--- src/rtl/bitop_pkg.sv ---
package bitop_pkg;
    typedef enum logic [1:0] {
        BOP_TEST = 2'd0,
        BOP_SET  = 2'd1,
        BOP_CLR  = 2'd2,
        BOP_FLIP = 2'd3
    } bop_op_e;

    typedef enum logic [1:0] {
        BSZ_16  = 2'd0,
        BSZ_32  = 2'd1,
        BSZ_64  = 2'd2,
        BSZ_64B = 2'd3
    } bop_size_e;
endpackage

--- src/rtl/bitop_sel.sv ---
module bitop_sel #(
    parameter int DATA_W = 64,
    parameter int IDX_W  = 8
) (
    input  logic [1:0]        size,
    input  logic [IDX_W-1:0]  index,
    output logic [DATA_W-1:0] mask
);
    import bitop_pkg::*;

    logic [IDX_W-1:0] limit;
    logic [IDX_W-1:0] eff;

    always_comb begin
        case (bop_size_e'(size))
            BSZ_16:  limit = IDX_W'(15);
            BSZ_32:  limit = IDX_W'(31);
            default: limit = IDX_W'(DATA_W - 1);
        endcase
        eff = index & limit;
    end

    for (genvar i = 0; i < DATA_W; i++) begin : g_mask
        assign mask[i] = (eff == IDX_W'(i));
    end
endmodule

--- src/rtl/bitop_apply.sv ---
module bitop_apply #(
    parameter int DATA_W = 64
) (
    input  logic [DATA_W-1:0] data,
    input  logic [DATA_W-1:0] mask,
    input  logic [1:0]        op,
    output logic              carry,
    output logic              wen,
    output logic [DATA_W-1:0] result
);
    import bitop_pkg::*;

    always_comb begin
        carry = |(data & mask);
        wen   = 1'b1;
        case (bop_op_e'(op))
            BOP_SET:  result = data | mask;
            BOP_CLR:  result = data & ~mask;
            BOP_FLIP: result = data ^ mask;
            default: begin
                result = data;
                wen    = 1'b0;
            end
        endcase
    end
endmodule

--- src/rtl/bit_op_unit.sv ---
module bit_op_unit #(
    parameter int DATA_W = 64,
    parameter int IDX_W  = 8
) (
    input  logic              clk,
    input  logic              rst_n,
    input  logic              in_valid,
    input  logic [1:0]        in_size,
    input  logic [DATA_W-1:0] in_data,
    input  logic [IDX_W-1:0]  in_index,
    input  logic [1:0]        in_op,
    output logic              out_valid,
    output logic              out_carry,
    output logic [DATA_W-1:0] out_result,
    output logic              out_wen
);
    typedef struct packed {
        logic              valid;
        logic              carry;
        logic              wen;
        logic [DATA_W-1:0] result;
    } state_t;

    state_t st_d, st_q;
    logic [DATA_W-1:0] mask;
    logic              carry_c, wen_c;
    logic [DATA_W-1:0] result_c;

    bitop_sel #(.DATA_W(DATA_W), .IDX_W(IDX_W)) sel_i (
        .size (in_size),
        .index(in_index),
        .mask (mask)
    );

    bitop_apply #(.DATA_W(DATA_W)) apply_i (
        .data  (in_data),
        .mask  (mask),
        .op    (in_op),
        .carry (carry_c),
        .wen   (wen_c),
        .result(result_c)
    );

    always_comb begin
        st_d       = st_q;
        st_d.valid = in_valid;
        st_d.wen   = 1'b0;
        if (in_valid) begin
            st_d.carry  = carry_c;
            st_d.wen    = wen_c;
            st_d.result = result_c;
        end
    end

    always_ff @(posedge clk) begin
        if (!rst_n) st_q <= '0;
        else        st_q <= st_d;
    end

    assign out_valid  = st_q.valid;
    assign out_carry  = st_q.carry;
    assign out_wen    = st_q.wen;
    assign out_result = st_q.result;

    // one-cycle latency of the valid strobe
    a_r9_latency: assert property (@(posedge clk) disable iff (!rst_n)
        in_valid |=> out_valid);
    a_r9_idle: assert property (@(posedge clk) disable iff (!rst_n)
        !in_valid |=> (!out_valid && !out_wen && $stable(out_result)));
    // test leaves the word intact with no write
    a_r6_test_nowrite: assert property (@(posedge clk) disable iff (!rst_n)
        (in_valid && in_op == 2'd0) |=> (!out_wen && out_result == $past(in_data)));
    // set only raises at most one bit
    a_r3_set_one_bit: assert property (@(posedge clk) disable iff (!rst_n)
        (in_valid && in_op == 2'd1) |=>
        (((out_result & $past(in_data)) == $past(in_data)) &&
         ($countones(out_result ^ $past(in_data)) <= 1)));
    // complement always changes exactly one bit
    a_r5_flip_one_bit: assert property (@(posedge clk) disable iff (!rst_n)
        (in_valid && in_op == 2'd3) |=> ($countones(out_result ^ $past(in_data)) == 1));
    // upper bits untouched for 16-bit operands
    a_r8_upper_pass: assert property (@(posedge clk) disable iff (!rst_n)
        (in_valid && in_size == 2'd0) |=> (out_result[DATA_W-1:16] == $past(in_data[DATA_W-1:16])));
endmodule

--- config.mk ---
export PLATFORM = sky130hd
export DESIGN_NAME = bit_op_unit
export DESIGN_NICKNAME = d
export VERILOG_FILES = /design/src/rtl/bitop_pkg.sv /design/src/rtl/bitop_sel.sv /design/src/rtl/bitop_apply.sv /design/src/rtl/bit_op_unit.sv
export SDC_FILE = /design/constraint.sdc
export NUM_CORES = 1
export LEC_CHECK = 0
export BUFFER_PORTS_ARGS = -buffer_cell sky130_fd_sc_hd__buf_4
export CORE_MARGIN = 4
export CORE_UTILIZATION = 40
export DETAILED_ROUTE_END_ITERATION = 10
export PLACE_DENSITY = 0.62
export SETUP_SLACK_MARGIN = 0.1
export SLEW_MARGIN = 20
export SYNTH_ARGS = -nofsm -noshare
export SYNTH_HDL_FRONTEND = slang
export SYNTH_SLANG_ARGS = --single-unit
export TNS_END_PERCENT = 30
--- constraint.sdc ---
create_clock -name clk -period 2.87 [get_ports clk]
set_input_delay 0.1435 -clock clk [delete_from_list [all_inputs] [get_ports clk]]
set_output_delay 0.1435 -clock clk [all_outputs]
set_load 0.02 [all_outputs]
Yosys cells after proc, flatten, opt, wreduce, memory -nomap -nowiden
Index checks and enable logic that the tools add are counted.

Word-level logic and storage cells: 85. Flip-flop bits (word level): 67. Output and inout port bits: 67. Bits of input ports: 79.

Equality and inequality tests: 67. Reductions and logical operators: 5. Multiplexer cells: 3. Bitwise logic cells: 6.

Operator list (count): equality test 8 x 6 -> 1 bit (second input constant) (32); one-hot mux 64 bit (3 select lines) (1); bitwise AND 64 bit (2); equality test 8 x 5 -> 1 bit (second input constant) (16); equality test 8 x 4 -> 1 bit (second input constant) (8); NOT 64 bit (1); OR 64 bit (1); OR reduction 64 bit (1); bitwise XOR 64 bit (1); equality test 8 x 3 -> 1 bit (second input constant) (4); equality test 8 x 2 -> 1 bit (second input constant) (2); one-hot mux 6 bit (2 select lines) (1); bitwise AND 8 x 6 -> 8 bit (1); equality test 8 x 1 -> 1 bit (second input constant) (1); zero test 8 bit (1); equality test 2 x 1 -> 1 bit (second input constant) (2); equality test 2 bit (second input constant) (2); OR reduction 3 bit (1); zero test 2 bit (1); AND reduction 2 bit (1); two-way mux 1 bit (1).

Longest topological paths before layout
Depth after elaboration: 7. Mapped depth: 10. Mapped depth without buffers: 9.

Cells and area by module
Synthesis repeated with hierarchy kept, for this count alone.

Cell total of the unflattened synthesis: 798. Area, all modules: 7990.2 um2.

Modules (own cells, without submodules): bitop_apply (cells an instance 484, area an instance 4817.1 um2, times used 1); bit_op_unit (cells an instance 214, area an instance 2548.7 um2, times used 1); bitop_sel (cells an instance 100, area an instance 624.3 um2, times used 1).

Least setup slack after synthesis
No wires, ideal clock.

Path type: input port to flip-flop. From: input port in_index[4]. To: register st_q, in the netlist out_result[0]. Buffers on the path: 1. Arrival time: 1.730 ns. Slack: 1.012 ns. Cell stages on the path: 8. Cell sequence: a21o_1 o21ai_1 buf_2 nand2_1 ha_1 mux4_2 mux2i_1 nor2_1.

Cells in the longest elaborated chain, start to end: 5. Elaborated cells on any way between the ends: 7. Classes of those cells: 1 x mux; 5 x bitwise; 1 x reduce/logical.

RTL lines: start: declaration (RTL line bit_op_unit.sv:10) `input logic [IDX_W-1:0] in_index,`; bitwise AND 8 x 6 -> 8 bit (*) (RTL line bitop_sel.sv:20) `eff = index & limit;`; zero test 8 bit (*) (RTL line bitop_sel.sv:24) `assign mask[i] = (eff == IDX_W'(i));`; NOT 64 bit (RTL line bitop_apply.sv:18) `BOP_CLR: result = data & ~mask;`; bitwise AND 64 bit (RTL line bitop_apply.sv:18); one-hot mux 64 bit (3 select lines) (*) (RTL line bitop_apply.sv:16) `case (bop_op_e'(op))`; end signal: assignment (RTL line bit_op_unit.sv:57) `else st_q <= st_d;`; end: declaration (RTL line bit_op_unit.sv:24) `state_t st_d, st_q;`.

Mark *: on every way between the ends. The rest lies on a longest branch, timed or not. A chain may end at the register's enable or synchronous reset.

Final worst setup path
From: input port in_size[0]. To: register st_q, in the netlist out_carry.

Cells in the longest elaborated chain, start to end: 6. Elaborated cells on any way between the ends: 70. Classes of those cells: 64 x eq/ne; 1 x mux; 2 x bitwise; 3 x reduce/logical.

RTL lines: start: declaration (RTL line bit_op_unit.sv:8) `input logic [1:0] in_size,`; equality test 2 x 1 -> 1 bit / zero test 2 bit (equally long branches) (RTL line bitop_sel.sv:15) `case (bop_size_e'(size))`; one-hot mux 6 bit (2 select lines) (*) (RTL line bitop_sel.sv:15); bitwise AND 8 x 6 -> 8 bit (*) (RTL line bitop_sel.sv:20); equality test 8 x 1 -> 1 bit (tied with other cells) (RTL line bitop_sel.sv:24); bitwise AND 64 bit (*) (RTL line bitop_apply.sv:14) `carry = |(data & mask);`; OR reduction 64 bit (*) (RTL line bitop_apply.sv:14).

Marked as above.

==> results.sh <==
export IMPL_ant_nets=0
export IMPL_start_util=0.4121
export IMPL_maxCapViolCount=0
export IMPL_area_growth_pct=20.41
export IMPL_arrival_ns=2.15
export IMPL_routabilityCongestion=0.8186
export IMPL_clock_latency_ns=0.35
export IMPL_htreeDepth=3
export IMPL_synth_edff_count=0
export IMPL_yosysWarnings=0
export IMPL_syn_nets=1154
export IMPL_synth_seq_cells=67
export IMPL_die_area_mm2=0.02183
export IMPL_vdd_drop_max_v=0.0002986
export IMPL_ios=146
export IMPL_dr_pass1_iters=4
export IMPL_setup_violations_final=0
export IMPL_slew_headroom=0.5404
export IMPL_finalHoldViolCount=0
export IMPL_post_cts_buffers=0
export IMPL_synth_ff_type="dfxtp_1"
export IMPL_vias=6255
export IMPL_timing_rr_start="out_carry"
export IMPL_yosysSeqAreaShare=0.1717
export IMPL_wl_mm=20.38
export IMPL_cp_max_fo=16
export IMPL_tritoncts="yes"
export IMPL_grt_ovfl_total=0
export IMPL_wl_per_cell_um=15.95
export IMPL_grt_pass1_vias=6184
export IMPL_dpl_hpwl_mm=15.75
export IMPL_p_per_area_mw_per_mm2=342.7
export IMPL_yosysUniqueCellTypes=31
export IMPL_syn_area_per_cell_um2=8.846
export IMPL_max_freq_ghz=0.5210
export IMPL_nNetsFinal=1284
export IMPL_period_share=0.6688
export IMPL_antenna_found_initial=1
export IMPL_synth_most_common_cell="ha_1"
export IMPL_grt_max_degree=103
export IMPL_leakage_nw=5.109
export IMPL_synth_area_leaders="ha_1 31%, dfxtp_1 17%, inv_1 7.5%"
export IMPL_core_area_mm2=0.01896
export IMPL_placedCellCount=1262
export IMPL_crit_type="input port to flip-flop"
export IMPL_setup_tns_ns=0
export IMPL_ctsHoldBuffers=0
export IMPL_io_buffers=143
export IMPL_crit_path_start_kind="input port"
export IMPL_placed_cell_area_mm2=0.009087
export IMPL_period_minus_slack_ns=1.919
export IMPL_outcome="finished, final reports clean"
export IMPL_synth_top_area_frac=0.3075
export IMPL_startpoint="in_size[0]"
export IMPL_finalMaxSlewViolations=0
export IMPL_num_antenna_cells=0
export IMPL_finish_instance_area_mm2=0.009405
export IMPL_route_detailed_drc=0
export IMPL_syn_inst=883
export IMPL_holdCritStartpoint="rst_n"
export IMPL_utilization=0.4962
export IMPL_clkSinkCount=67
export IMPL_cts_resized=0
export IMPL_hold_path_class="input port to flip-flop"
export IMPL_root_buffer="clkbuf_16"
export IMPL_clock_path_buffers=2
export IMPL_drt_iter0_drc=274
export IMPL_required_ns=3.11
export IMPL_drive_gt1_frac=0.2760
export IMPL_vias_per_cell=4.894
export IMPL_clk_pin_slew_ns=0.07
export IMPL_cp_end_kind="flip-flop"
export IMPL_die_h_um=147.7
export IMPL_row_count=50
export IMPL_synthArstFlopShare=0
export IMPL_numCtsBuffers=9
export IMPL_grt_usage=0.1907
export IMPL_worst_slew_pin_slew_ns=0.6884
export IMPL_rsz0062_at_grt="no"
export IMPL_grt_pass1_wl_mm=32.89
export IMPL_fin_worst_skew_ns=0
export IMPL_synthesis_area_mm2=0.007811
export IMPL_fin_cells=1278
export IMPL_synth_top_area_cell="ha_1"
export IMPL_die_w_um=147.7
export IMPL_netlist_top_cells_count="192 x ha_1, 156 x inv_1, 111 x nor2_1"
==> per-stage QoR <==
| stage | worst slack (ns) | hold slack (ns) | power, mW |
|---|---|---|---|
| after floorplan | 1.012 | 0.2819 | 1.668 |
| after global placement | 0.5777 | 0.4097 | 2.002 |
| after detailed placement | 0.5959 | 0.4106 | 2.023 |
| after CTS | 0.9540 | 0.04788 | 3.267 |
| after global routing | 0.7394 | 0.06905 | 3.404 |
| final | 0.9507 | 0.06118 | 3.223 |
==> flip-flops by register name (all words and copies together), names as in the netlist <==
name	flops
out_carry	1
out_wen	1
out_result	64
out_valid	1
==> path summary, 6_finish.rpt <==
| check | slack (ns) | depth (start not counted) | end |
|---|---|---|---|
| setup reg to reg | 2.12 | 2 | out_carry |
| hold / removal | 0.06 | 2 | out_valid |
| hold reg to reg | 0.48 | 2 | out_result[38] |
| setup / recovery | 0.95 | 9 | out_carry |
==> placed cells by master, fill, tap and decap left out, drive strengths merged <==
cell	instances
bufinv	2
and3	2
nor3	7
nand4	3
and2	1
buf	167
o21ai	2
nor4	16
ha	192
mux4	28
a21oi	37
a21o	1
inv	157
nand2b	4
o21a	1
mux2i	28
mux2	36
a211oi	72
nand2	68
clkinvlp	3
clkinv	2
clkbuf	9
nor4b	1
nor2	111
o211a	1
dfxtp	67
==> cell families (layout without fill, tap and decap cells) <==
| family | count (synthesis) | after routing | share of synthesized area |
|---|---|---|---|
| AND/OR/NAND/NOR | 213 | 213 | 0.1124 |
| buffers and inverters | 205 | 340 | 0.1190 |
| adder cells (fa/ha/maj) | 192 | 192 | 0.3075 |
| AO/OA/AOI/OAI | 114 | 114 | 0.1198 |
| multiplexers | 92 | 92 | 0.1695 |
| flip-flops | 67 | 67 | 0.1717 |
==> critical path, cell delays in order <==
cell and delay (ns):
buf_4 0.11, o211a_1 0.46, nand2_1 0.22, inv_1 0.06
ha_1 0.19, nor4_1 0.36, nand4_1 0.14, nor4_1 0.36
a21oi_1 0.11
==> metal layers <==
| metal | vias to the layer above | track usage | share of wire |
|---|---|---|---|
| met5 | - | 0 | 0.00049 |
| met4 | 2 | 0.04706 | 0.015 |
| met3 | 28 | 0.04660 | 0.064 |
| met2 | 128 | 0.3290 | 0.48 |
| met1 | 2915 | 0.2397 | 0.44 |
| li1 | 3182 | - | - |
==> power by group <==
group	total [mW]	internal (mW)	switching (mW)
clock network	1.23	0.758	0.471
logic	0.952	0.443	0.509
registers	1.04	1.00	0.0386
total	3.22	2.20	1.02
==> final cells by class <==
cell class	instances	area, um2
Inverter	157	589.3
Clock inverter	7	92.59
Sequential cell	67	1341
Timing Repair Buffer	167	1291
Clock buffer	9	225.2
Tap cell	260	325.3
Multi-Input combinational cell	611	5540
Fill cell	1876	9550
Note: power is estimated with default switching activity, not from simulation.
